==> src/rtl/msrc_pkg.sv <==
`timescale 1ns/1ps
package msrc_pkg;
  localparam int DATA_W    = 32;
  localparam int ADDR_W    = 12;
  localparam int NUM_REGS  = 16;
  localparam int NUM_CORES = 4;
  localparam int OP_W      = 2;

  // register index map
  localparam int IDX_CTRL    = 0;
  localparam int IDX_BOOT_A  = 1;
  localparam int IDX_STAT    = 2;
  localparam int IDX_ISTAT   = 3;
  localparam int IDX_IMASK   = 4;
  localparam int IDX_BOOT_B  = 5;
  localparam int IDX_GP_BASE = 6;   // general-purpose register n lives at IDX_GP_BASE + n - 1

  // control register fields
  localparam int CORE_RST_LSB = 13;  // core c reset bit at CORE_RST_LSB + c
  localparam int CORE_EN_BASE = 21;  // core c enable bit at CORE_EN_BASE + c (c >= 1)
  localparam int PERIPH_A_BIT = 3;
  localparam int PERIPH_B_BIT = 12;

  localparam logic [DATA_W-1:0] CTRL_RST_VAL  = 32'h0000_0521;
  localparam logic [DATA_W-1:0] STAT_RST_VAL  = 32'h0000_0001;
  localparam logic [DATA_W-1:0] IMASK_RST_VAL = 32'h0000_001F;

  typedef enum logic [OP_W-1:0] {
    CORE_OP_RESET = 2'd0,
    CORE_OP_ON    = 2'd1,
    CORE_OP_OFF   = 2'd2
  } core_op_e;

  function automatic logic [DATA_W-1:0] reg_reset_value(input int idx);
    case (idx)
      IDX_CTRL:  return CTRL_RST_VAL;
      IDX_STAT:  return STAT_RST_VAL;
      IDX_IMASK: return IMASK_RST_VAL;
      default:   return '0;
    endcase
  endfunction
endpackage

==> src/rtl/msrc_regfile.sv <==
`timescale 1ns/1ps
module msrc_regfile
  import msrc_pkg::*;
#(
  parameter int DW    = DATA_W,
  parameter int NR    = NUM_REGS,
  parameter int SEL_W = $clog2(NR)
) (
  input  logic                   clk,
  input  logic                   rst_n,
  input  logic                   wr_en,
  input  logic [SEL_W-1:0]       wr_idx,
  input  logic [DW-1:0]          wr_data,
  output logic [NR-1:0][DW-1:0]  regs_q
);

  // index 0 (control) is owned by msrc_ctrl; this file holds 1..NR-1
  for (genvar g = 0; g < NR; g++) begin : g_reg
    if (g == 0) begin : g_hole
      assign regs_q[g] = '0;
    end else begin : g_store
      logic          hit;
      logic [DW-1:0] val_q;
      logic [DW-1:0] val_d;

      assign hit = wr_en && (wr_idx == SEL_W'(g));

      always_comb begin
        val_d = val_q;
        if (hit) val_d = wr_data;
      end

      always_ff @(posedge clk or negedge rst_n) begin
        if (!rst_n)   val_q <= reg_reset_value(g);
        else if (hit) val_q <= val_d;
      end

      assign regs_q[g] = val_q;
    end
  end

  AST_REGS_STABLE: assert property (@(posedge clk) disable iff (!rst_n)
    !wr_en |=> $stable(regs_q));

endmodule

==> src/rtl/msrc_ctrl.sv <==
`timescale 1ns/1ps
module msrc_ctrl
  import msrc_pkg::*;
#(
  parameter int DW      = DATA_W,
  parameter int NC      = NUM_CORES,
  parameter int RST_LSB = CORE_RST_LSB,
  parameter int EN_BASE = CORE_EN_BASE,
  parameter int PA      = PERIPH_A_BIT,
  parameter int PB      = PERIPH_B_BIT,
  parameter logic [DW-1:0] RST_VAL = CTRL_RST_VAL
) (
  input  logic                     clk,
  input  logic                     rst_n,
  input  logic                     wr,
  input  logic [DW-1:0]            wdata,
  input  logic [NC-1:0]            clr,
  input  logic [NC-1:0]            done,
  output logic [DW-1:0]            ctrl_q,
  output logic [NC-1:0]            evt_valid,
  output logic [NC-1:0][OP_W-1:0]  evt_op
);

  logic [DW-1:0] chg;
  logic [DW-1:0] ctrl_d;
  logic          ctrl_en;

  assign chg = ctrl_q ^ wdata;

  // per-core event decode: an enable toggle takes precedence over a reset toggle
  for (genvar c = 0; c < NC; c++) begin : g_evt
    logic en_chg;
    logic rst_chg;
    if (c == 0) begin : g_no_en
      assign en_chg = 1'b0;
    end else begin : g_en
      assign en_chg = chg[EN_BASE+c];
    end
    assign rst_chg      = chg[RST_LSB+c];
    assign evt_valid[c] = wr && (en_chg || rst_chg);

    always_comb begin
      if (en_chg) evt_op[c] = wdata[EN_BASE+c] ? CORE_OP_ON : CORE_OP_OFF;
      else        evt_op[c] = CORE_OP_RESET;
    end

    AST_RST_HELD: assert property (@(posedge clk) disable iff (!rst_n)
      (ctrl_q[RST_LSB+c] && !done[c] && !wr) |=> ctrl_q[RST_LSB+c]);
    AST_RST_CLEARED: assert property (@(posedge clk) disable iff (!rst_n)
      (clr[c] && !wr) |=> !ctrl_q[RST_LSB+c]);
  end

  always_comb begin
    ctrl_d = ctrl_q;
    if (wr) begin
      ctrl_d = wdata;
      if (chg[PA]) ctrl_d[PA] = 1'b0;
      if (chg[PB]) ctrl_d[PB] = 1'b0;
    end
    for (int i = 0; i < NC; i++) begin
      if (clr[i]) ctrl_d[RST_LSB+i] = 1'b0;
    end
  end

  assign ctrl_en = wr || (|clr);

  always_ff @(posedge clk or negedge rst_n) begin
    if (!rst_n)       ctrl_q <= RST_VAL;
    else if (ctrl_en) ctrl_q <= ctrl_d;
  end

  AST_PERIPH_LOW: assert property (@(posedge clk) disable iff (!rst_n)
    wr |=> (!ctrl_q[PA] && !ctrl_q[PB]));

endmodule

==> src/rtl/msrc_core_port.sv <==
`timescale 1ns/1ps
module msrc_core_port
  import msrc_pkg::*;
#(
  parameter int DW = DATA_W
) (
  input  logic          clk,
  input  logic          rst_n,
  input  logic          evt_valid,
  input  core_op_e      evt_op,
  input  logic [DW-1:0] evt_entry,
  input  logic [DW-1:0] evt_arg,
  input  logic          done,
  output logic          req,
  output core_op_e      op,
  output logic [DW-1:0] entry,
  output logic [DW-1:0] arg,
  output logic          clr
);

  logic          pend_q, pend_d;
  logic          req_q, req_d;
  core_op_e      op_q, op_d;
  logic [DW-1:0] entry_q, entry_d;
  logic [DW-1:0] arg_q, arg_d;

  always_comb begin
    pend_d  = pend_q;
    req_d   = evt_valid;
    op_d    = op_q;
    entry_d = entry_q;
    arg_d   = arg_q;
    if (evt_valid) begin
      pend_d  = 1'b1;
      op_d    = evt_op;
      entry_d = evt_entry;
      arg_d   = evt_arg;
    end else if (done && pend_q) begin
      pend_d  = 1'b0;
    end
  end

  assign clr = done && pend_q && !evt_valid;

  always_ff @(posedge clk or negedge rst_n) begin
    if (!rst_n) begin
      pend_q  <= 1'b0;
      req_q   <= 1'b0;
      op_q    <= CORE_OP_RESET;
      entry_q <= '0;
      arg_q   <= '0;
    end else begin
      pend_q <= pend_d;
      req_q  <= req_d;
      if (evt_valid) begin
        op_q    <= op_d;
        entry_q <= entry_d;
        arg_q   <= arg_d;
      end
    end
  end

  assign req   = req_q;
  assign op    = op_q;
  assign entry = entry_q;
  assign arg   = arg_q;

  AST_LAUNCH_PENDS: assert property (@(posedge clk) disable iff (!rst_n)
    evt_valid |=> (req && pend_q));
  AST_IDLE_DONE_NOP: assert property (@(posedge clk) disable iff (!rst_n)
    (!pend_q && !evt_valid) |=> !pend_q);

endmodule

==> src/rtl/msrc_top.sv <==
`timescale 1ns/1ps
module msrc_top
  import msrc_pkg::*;
#(
  parameter int DW = DATA_W,
  parameter int AW = ADDR_W,
  parameter int NR = NUM_REGS,
  parameter int NC = NUM_CORES
) (
  input  logic             clk,
  input  logic             rst_n,
  input  logic             reg_wen,
  input  logic [AW-1:0]    reg_addr,
  input  logic [DW-1:0]    reg_wdata,
  output logic [DW-1:0]    reg_rdata,
  output logic             reg_err,
  input  logic [NC-1:0]    core_done,
  output logic [NC-1:0]    core_req,
  output logic [NC*OP_W-1:0] core_op,
  output logic [NC*DW-1:0] core_entry,
  output logic [NC*DW-1:0] core_arg
);

  localparam int IDX_W = AW - 2;
  localparam int SEL_W = $clog2(NR);
  localparam logic [IDX_W-1:0] NR_IDX = IDX_W'(NR);

  // reset: asserted asynchronously, released on the clock
  logic [1:0] rs_q;
  logic       rst_sync_n;
  always_ff @(posedge clk or negedge rst_n) begin
    if (!rst_n) rs_q <= '0;
    else        rs_q <= {rs_q[0], 1'b1};
  end
  assign rst_sync_n = rs_q[1];

  // address decode
  logic [IDX_W-1:0] idx;
  logic             aligned, hit, ctrl_wr, gen_wr, bad_wr;

  assign idx     = reg_addr[AW-1:2];
  assign aligned = (reg_addr[1:0] == 2'b00);
  assign hit     = aligned && (idx < NR_IDX);
  assign ctrl_wr = reg_wen && hit && (idx == IDX_W'(IDX_CTRL));
  assign gen_wr  = reg_wen && hit && (idx != IDX_W'(IDX_CTRL));
  assign bad_wr  = reg_wen && !hit;

  logic [NR-1:0][DW-1:0]  regs_q;
  logic [DW-1:0]          ctrl_q;
  logic [NC-1:0]          evt_valid;
  logic [NC-1:0][OP_W-1:0] evt_op;
  logic [NC-1:0]          clr;

  msrc_regfile #(.DW(DW), .NR(NR), .SEL_W(SEL_W)) u_regs (
    .clk     (clk),
    .rst_n   (rst_sync_n),
    .wr_en   (gen_wr),
    .wr_idx  (idx[SEL_W-1:0]),
    .wr_data (reg_wdata),
    .regs_q  (regs_q)
  );

  msrc_ctrl #(.DW(DW), .NC(NC)) u_ctrl (
    .clk       (clk),
    .rst_n     (rst_sync_n),
    .wr        (ctrl_wr),
    .wdata     (reg_wdata),
    .clr       (clr),
    .done      (core_done),
    .ctrl_q    (ctrl_q),
    .evt_valid (evt_valid),
    .evt_op    (evt_op)
  );

  for (genvar c = 0; c < NC; c++) begin : g_core
    logic [DW-1:0] ent_src, arg_src, ent_c, arg_c;
    core_op_e      op_c;

    if (c == 0) begin : g_no_launch
      assign ent_src = '0;
      assign arg_src = '0;
    end else begin : g_launch
      assign ent_src = regs_q[IDX_GP_BASE + 2*c];
      assign arg_src = regs_q[IDX_GP_BASE + 2*c + 1];
    end

    msrc_core_port #(.DW(DW)) u_port (
      .clk       (clk),
      .rst_n     (rst_sync_n),
      .evt_valid (evt_valid[c]),
      .evt_op    (core_op_e'(evt_op[c])),
      .evt_entry (ent_src),
      .evt_arg   (arg_src),
      .done      (core_done[c]),
      .req       (core_req[c]),
      .op        (op_c),
      .entry     (ent_c),
      .arg       (arg_c),
      .clr       (clr[c])
    );

    assign core_op[c*OP_W +: OP_W] = op_c;
    assign core_entry[c*DW +: DW]  = ent_c;
    assign core_arg[c*DW +: DW]    = arg_c;

    AST_REQ_AFTER_CTRL_WRITE: assert property (@(posedge clk) disable iff (!rst_sync_n)
      core_req[c] |-> $past(ctrl_wr));
  end

  // read path
  always_comb begin
    reg_rdata = '0;
    if (hit) begin
      if (idx == IDX_W'(IDX_CTRL)) reg_rdata = ctrl_q;
      else                         reg_rdata = regs_q[idx[SEL_W-1:0]];
    end
  end

  // error flag
  logic err_q, err_d;
  assign err_d = bad_wr;
  always_ff @(posedge clk or negedge rst_sync_n) begin
    if (!rst_sync_n) err_q <= 1'b0;
    else             err_q <= err_d;
  end
  assign reg_err = err_q;

  AST_BAD_WRITE_FLAGGED: assert property (@(posedge clk) disable iff (!rst_sync_n)
    bad_wr |=> reg_err);
  AST_ERR_NEEDS_BAD_WRITE: assert property (@(posedge clk) disable iff (!rst_sync_n)
    reg_err |-> $past(bad_wr));
  AST_BAD_WRITE_KEEPS_CTRL: assert property (@(posedge clk) disable iff (!rst_sync_n)
    (bad_wr && !(|clr)) |=> $stable(ctrl_q));

endmodule

==> config.mk <==
export PLATFORM = sky130hd
export DESIGN_NAME = msrc_top
export DESIGN_NICKNAME = d
export VERILOG_FILES = /design/src/rtl/msrc_pkg.sv /design/src/rtl/msrc_regfile.sv /design/src/rtl/msrc_ctrl.sv /design/src/rtl/msrc_core_port.sv /design/src/rtl/msrc_top.sv
export SDC_FILE = /design/constraint.sdc
export NUM_CORES = 1
export LEC_CHECK = 0
export BUFFER_PORTS_ARGS = -buffer_cell sky130_fd_sc_hd__buf_2
export CAP_MARGIN = 30
export CORE_UTILIZATION = 40
export DETAILED_ROUTE_END_ITERATION = 16
export GPL_TIMING_DRIVEN = 0
export HOLD_SLACK_MARGIN = 0.02
export PLACE_DENSITY_LB_ADDON = 0.25
export SETUP_SLACK_MARGIN = 0.3
export SYNTH_ARGS = -nofsm -noshare
export SYNTH_HDL_FRONTEND = slang
export SYNTH_SLANG_ARGS = --single-unit
==> constraint.sdc <==
create_clock -name clk -period 19.97 [get_ports clk]
set_input_delay 0 -clock clk [delete_from_list [all_inputs] [get_ports clk]]
set_output_delay 0 -clock clk [all_outputs]
set_load 0.02 [all_outputs]
### Word-level counts from Yosys, hierarchy flattened

Cells that the tools add are included.

| storage, ports and cells | value |
|---|---|
| flip-flop bits (word level) | 721 |
| bits in latches | 0 |
| bits in writable memories | 0 |
| bits in read-only memories | 0 |
| bits of input ports | 51 |
| output and inout bits | 301 |
| word-level logic and storage cells | 140 |
| memories | 0 |

| operators by class | value |
|---|---|
| add/subtract/negate cells | 0 |
| multipliers | 0 |
| div/mod/pow operators | 0 |
| order comparisons | 2 |
| eq/ne operators | 15 |
| shift-type cells | 0 |
| mux-type cells | 25 |
| bitwise gates (word level) | 1 |
| reduce and logical (&&, ||, !) cells | 58 |

Operator list:

| kind | number |
|---|---|
| $bmux 32 s4 | 1 |
| $mux 32 | 3 |
| $eq 4x4->1 const B | 8 |
| $logic_and 1x1->1 | 32 |
| $xor 25x25->25 | 1 |
| $mux 17 | 1 |
| $eq 4x3->1 const B | 4 |
| $reduce_bool 2->1 | 8 |
| $mux 1 | 14 |
| $mux 2 | 6 |
| $logic_not 10->1 | 1 |
| $lt 10x5->1 const B | 1 |
| $reduce_and 2->1 | 5 |
| $reduce_bool 10->1 | 1 |
| $eq 4x2->1 const B | 2 |
| $logic_not 1->1 | 5 |
| $lt 4x5->1 const B | 1 |
| $eq 4x1->1 const B | 1 |
| $logic_or 1x1->1 | 4 |
| $reduce_or 4->1 | 1 |
| $logic_not 2->1 | 1 |

### Longest topological paths before layout

| depth | value |
|---|---|
| depth after elaboration | 10 |
| depth in mapped cells | 8 |
| depth with buffers taken out | 5 |

### Modules after synthesis

Synthesis repeated with hierarchy kept, for this count alone.

| second synthesis, totals | value |
|---|---|
| cells, all modules | 2281 |
| area, all modules | 34424.3 um^2 |

Modules (own cells, without submodules):

| module | times used | cells an instance | area an instance (um^2) | sequential area each (um^2) |
|---|---|---|---|---|
| msrc_regfile | 1 | 1097 | 18152.4 | 12019.0 |
| msrc_core_port | 4 | 146 | 2596.2 | 1701.6 |
| msrc_top | 1 | 500 | 4484.3 | 75.1 |
| msrc_ctrl | 1 | 100 | 1402.6 | 805.8 |

### Worst setup path before layout

No wires, ideal clock.

| timing | value |
|---|---|
| kind | in2out |
| start point | in reg_addr[3] |
| end point | out reg_rdata[14] |
| arrival time | 2105 ps |
| required time | 19970 ps |
| setup slack | 17865 ps |
| stages | 6 |
| buffers on the path | 3 |
| path through | buf_2 -> buf_2 -> clkbuf_1 -> mux4_2 -> o22ai_1 -> a2111oi_0 |

| on the way | value |
|---|---|
| longest elaborated chain between the ends | 4 |
| elaborated cells between the ends (all ways) | 7 |
| those cells by class | order compare: 1; mux: 4; reduce/logical: 2 |

Ends and longest elaborated chain:

| element | RTL line | source |
|---|---|---|
| start, declared | msrc_top.sv:13 | `input logic [AW-1:0] reg_addr,` |
| $bmux 32 s4 | msrc_top.sv:115 | `else reg_rdata = regs_q[idx[SEL_W-1:0]];` |
| $mux 32 (implied by the code) | msrc_top.sv:115 |  |
| $mux 32 | msrc_top.sv:114 | `if (idx == IDX_W'(IDX_CTRL)) reg_rdata = ctrl_q;` |
| $mux 32 * | msrc_top.sv:113 | `if (hit) begin` |
| end, declared | msrc_top.sv:15 | `output logic [DW-1:0] reg_rdata,` |

Mark *: on every way between the ends. The rest lies on a longest branch, timed or not. The select of a mux whose other input is x is not followed.

### Final worst setup path

| timing | value |
|---|---|
| start point | in reg_addr[3] |
| end point | out reg_rdata[1] |

The elaborated chain is that of the path after synthesis.

==> flow_summary.yaml <==
die:
  design.core.area_mm2: 0.0780
  die-width_um: 284
  die_h_um: 284
  rows: 102
  initial_core_util_pct: 40.8
  ios: 352
  dieArea_mm2: 0.0806
clock_tree:
  numCtsBuffers: 79
  cts-resized-gates: 0
  cts_max_path_buffers: 3
  clock-sinks: 721
  h-tree-depth: 3
  cts-root-buf: "clkbuf_16"
  clock_latency_ps: 640
  cts_tree: "built"
  holdBufCountCts: 39
  post_cts_buffers: 0
  clk_pin_slew_ps: 60
synth:
  synth.most_common_cell: "dfrtp_1"
  synth_edf_count: 0
  synth_top_area_share_pct: 56.0
  syn_avg_cell_area_um2: 14.5
  ys_warn_count: 0
  synthFlopType: "dfrtp_1"
  ys_top_cells_by_area: "dfrtp_1 56%, mux2_2 24%, mux4_2 5.7%"
  postSynth.asyncResetShare_pct: 100
  synth_area_mm2: 0.0318
  ys_ff_latch: 721
  ys_types: 50
  synthTopCellsByCount: "711 x dfrtp_1, 682 x mux2_2, 141 x nand2_1"
  syn-instance-count: 2192
  synth_top_cell_by_area: "dfrtp_1"
  ys_seq_area_share_pct: 56.8
cells_and_area:
  multi_input_area_mm2: 0.0127
  nets: 2742
  drive_gt1_share_pct: 49.4
  syn2layout_area_growth_pct: 20.7
  n_fill_cell: 6792
  seq_area_mm2: 0.0181
drt:
  drt_first_pass_iters: 7
  drt_iter0_drc: 1637
  post-route-drc-count: 0
  wl_um: 108000
  vias: 20947
  drtAntennaViolNets: 0
  wire_per_inst_um: 28.4
  viasPerCell: 5.53
timing:
  max_freq_mhz: 266
  worst_pin_slew_ps: 1120
  period_needed_ps: 3760
  worst_slack_ps: 16210
  post-route-period-util_pct: 18.8
  skew_ps: 22.9
  timing.setup.tns_ps: 0
  max_slew_margin_pct: 24.9
  finalMaxSlewViolations: 0
  rsz0062_at_grt: "no"
  setup_violations: 0
  final_hold_viol_count: 0
worst_setup_path:
  crit_top_cell: "buf_2"
  cp_slowest_cell: "clkbuf_1"
  end_kind: "output port"
  critPathLaunchType: "input pin"
  crit_required_ps: 19970
  crit_fanout: 10
  crit_path_cell_trace: "buf_2 > buf_2 > clkbuf_1 > clkbuf_1 > mux4_2 > o22ai_1 > a211oi_1 > buf_2"
  critPathMaxStageDelay_ps: 800
  path_class: "in -> out"
  arrival_ps: 3760
global_route:
  grt_start_max_net_pins: 76
  grt_pass1_vias: 21892
  grtUsageTotal_pct: 26.8
  grt.overflow.total: 0
  antenna_found_initial: 5
  grt_pass1_wl_um: 156000
placed_design:
  portBuffers: 278
  post-place-ws_ps: 16440
  hpwl_um: 78400
  place_congestion: 0.937
power_and_ir_drop:
  peakVddDrop_uv: 50.8
  p_per_area_mw_per_mm2: 81.5
  leakagePower_nw: 19.8
flow_run:
  cap_violations: 0
status:
  status: "finished, final reports clean"
worst_hold_path:
  min_path_type: "in -> reg"
-- flip-flops by register name, summed over array words and instances, names as in the netlist --
signal and cells:
g_core.u_port.arg 96, g_core.u_port.entry 96, rs_q 2, u_regs.g.g_store.val_q 480
reg_err 1, g_core.u_port.op 6, g_core.u_port.req 4, u_ctrl.ctrl_q 32
g_core.u_port.pend_q 4
-- metrics by stage --
stage	area (um^2)	util, %	std cells	total power [mW]	hold WS (ps)
after floorplan	32000	-	2257	1.59	-296
after global placement	34700	44.5	3575	1.65	-215
after detailed placement	35300	45.3	3603	1.66	-211
after CTS	38300	49.2	3784	3.15	48.6
after global routing	38400	49.2	3786	3.23	85.4
final	38400	49.2	3788	3.13	112
-- cells by family after synthesis --
group | count (synthesis) | synth area share (%)
flip-flops | 721 | 56.8
buffers and inverters | 255 | 4.12
AND/OR/NAND/NOR | 223 | 3.30
adder cells (fa/ha/maj) | 6 | 0.236
AO/OA/AOI/OAI | 155 | 3.43
other | 2 | 0.0236
XOR/XNOR | 4 | 0.110
multiplexers | 826 | 32.0
-- worst paths after layout --
check | from | end | slack [ps] | depth (start not counted)
max | reg_addr[3] | reg_rdata[1] | 16210 | 8
max in group asynchronous | rs_q[1] | g_core[3].u_port.arg[25] | 17800 | 5
max reg2reg | u_ctrl.ctrl_q[23] | g_core[2].u_port.arg[21] | 17230 | 6
min reg2reg | rs_q[1] | g_core[2].u_port.entry[11] | 240 | 0
min in group asynchronous | rst_n | rs_q[1] | 220 | 3
min | reg_addr[6] | u_ctrl.ctrl_q[23] | 110 | 5
-- critical path, delay by kind of cell --
| family | cells | cell delay, ps |
|---|---|---|
| buffers and inverters | 5 | 2440 |
| AO/OA/AOI/OAI | 2 | 920 |
| multiplexers | 1 | 380 |
-- cell type report --
cell class	count	share of cell area, %
antenna	2	0.0130
buffer	244	3.31
clock buffer	121	6.25
clock inverter	21	0.629
inverter	11	0.108
multi-input combinational	1281	33.0
sequential	721	47.1
tap	1040	3.39
timing repair buffer	347	6.21
-- cell usage in the layout, fill, tap and decap left out, types with 7 or more instances in the layout --
cell type        n
a221o_1         11
nand2b_1         8
dfrtp_1        710
buf_4           74
mux4_2          81
or3_1           11
buf_16          13
a221oi_1         9
o21ai_0         28
inv_1           11
mux2_1          16
clkinv_2         8
a31oi_1         11
buf_2          340
clkbuf_8        20
conb_1          67
nor2_1           9
mux2i_1         47
nand4_1         12
a21oi_1         34
clkbuf_16       82
mux2_2         682
nand2_1        141
clkbuf_1       117
buf_8           12
a32oi_1          9
o221a_2          9
dfstp_2         10
dlygate4sd3_1   39
buf_1           11
o22ai_1          7
nand3_1         12
o221ai_1        10
-- power by group --
part / switching [mW] / leakage (nW) / internal (mW) / total (mW)
sequential: 0.00419 / 10.0 / 1.47 / 1.47
combinational: 0.122 / 8.50 / 0.0513 / 0.173
clock: 0.605 / 1.29 / 0.880 / 1.49
-- per-layer routing --
| metal | part of all wire [%] | GRT usage, % | vias to the layer above |
|---|---|---|---|
| li1 | - | - | 8804 |
| met1 | 42 | 35.9 | 11145 |
| met2 | 46 | 41.6 | 835 |
| met3 | 8.3 | 7.32 | 161 |
| met4 | 3.4 | 9.89 | 2 |
| met5 | 0.012 | 0 | - |
No activity file was read; power rests on OpenSTA's default activity.
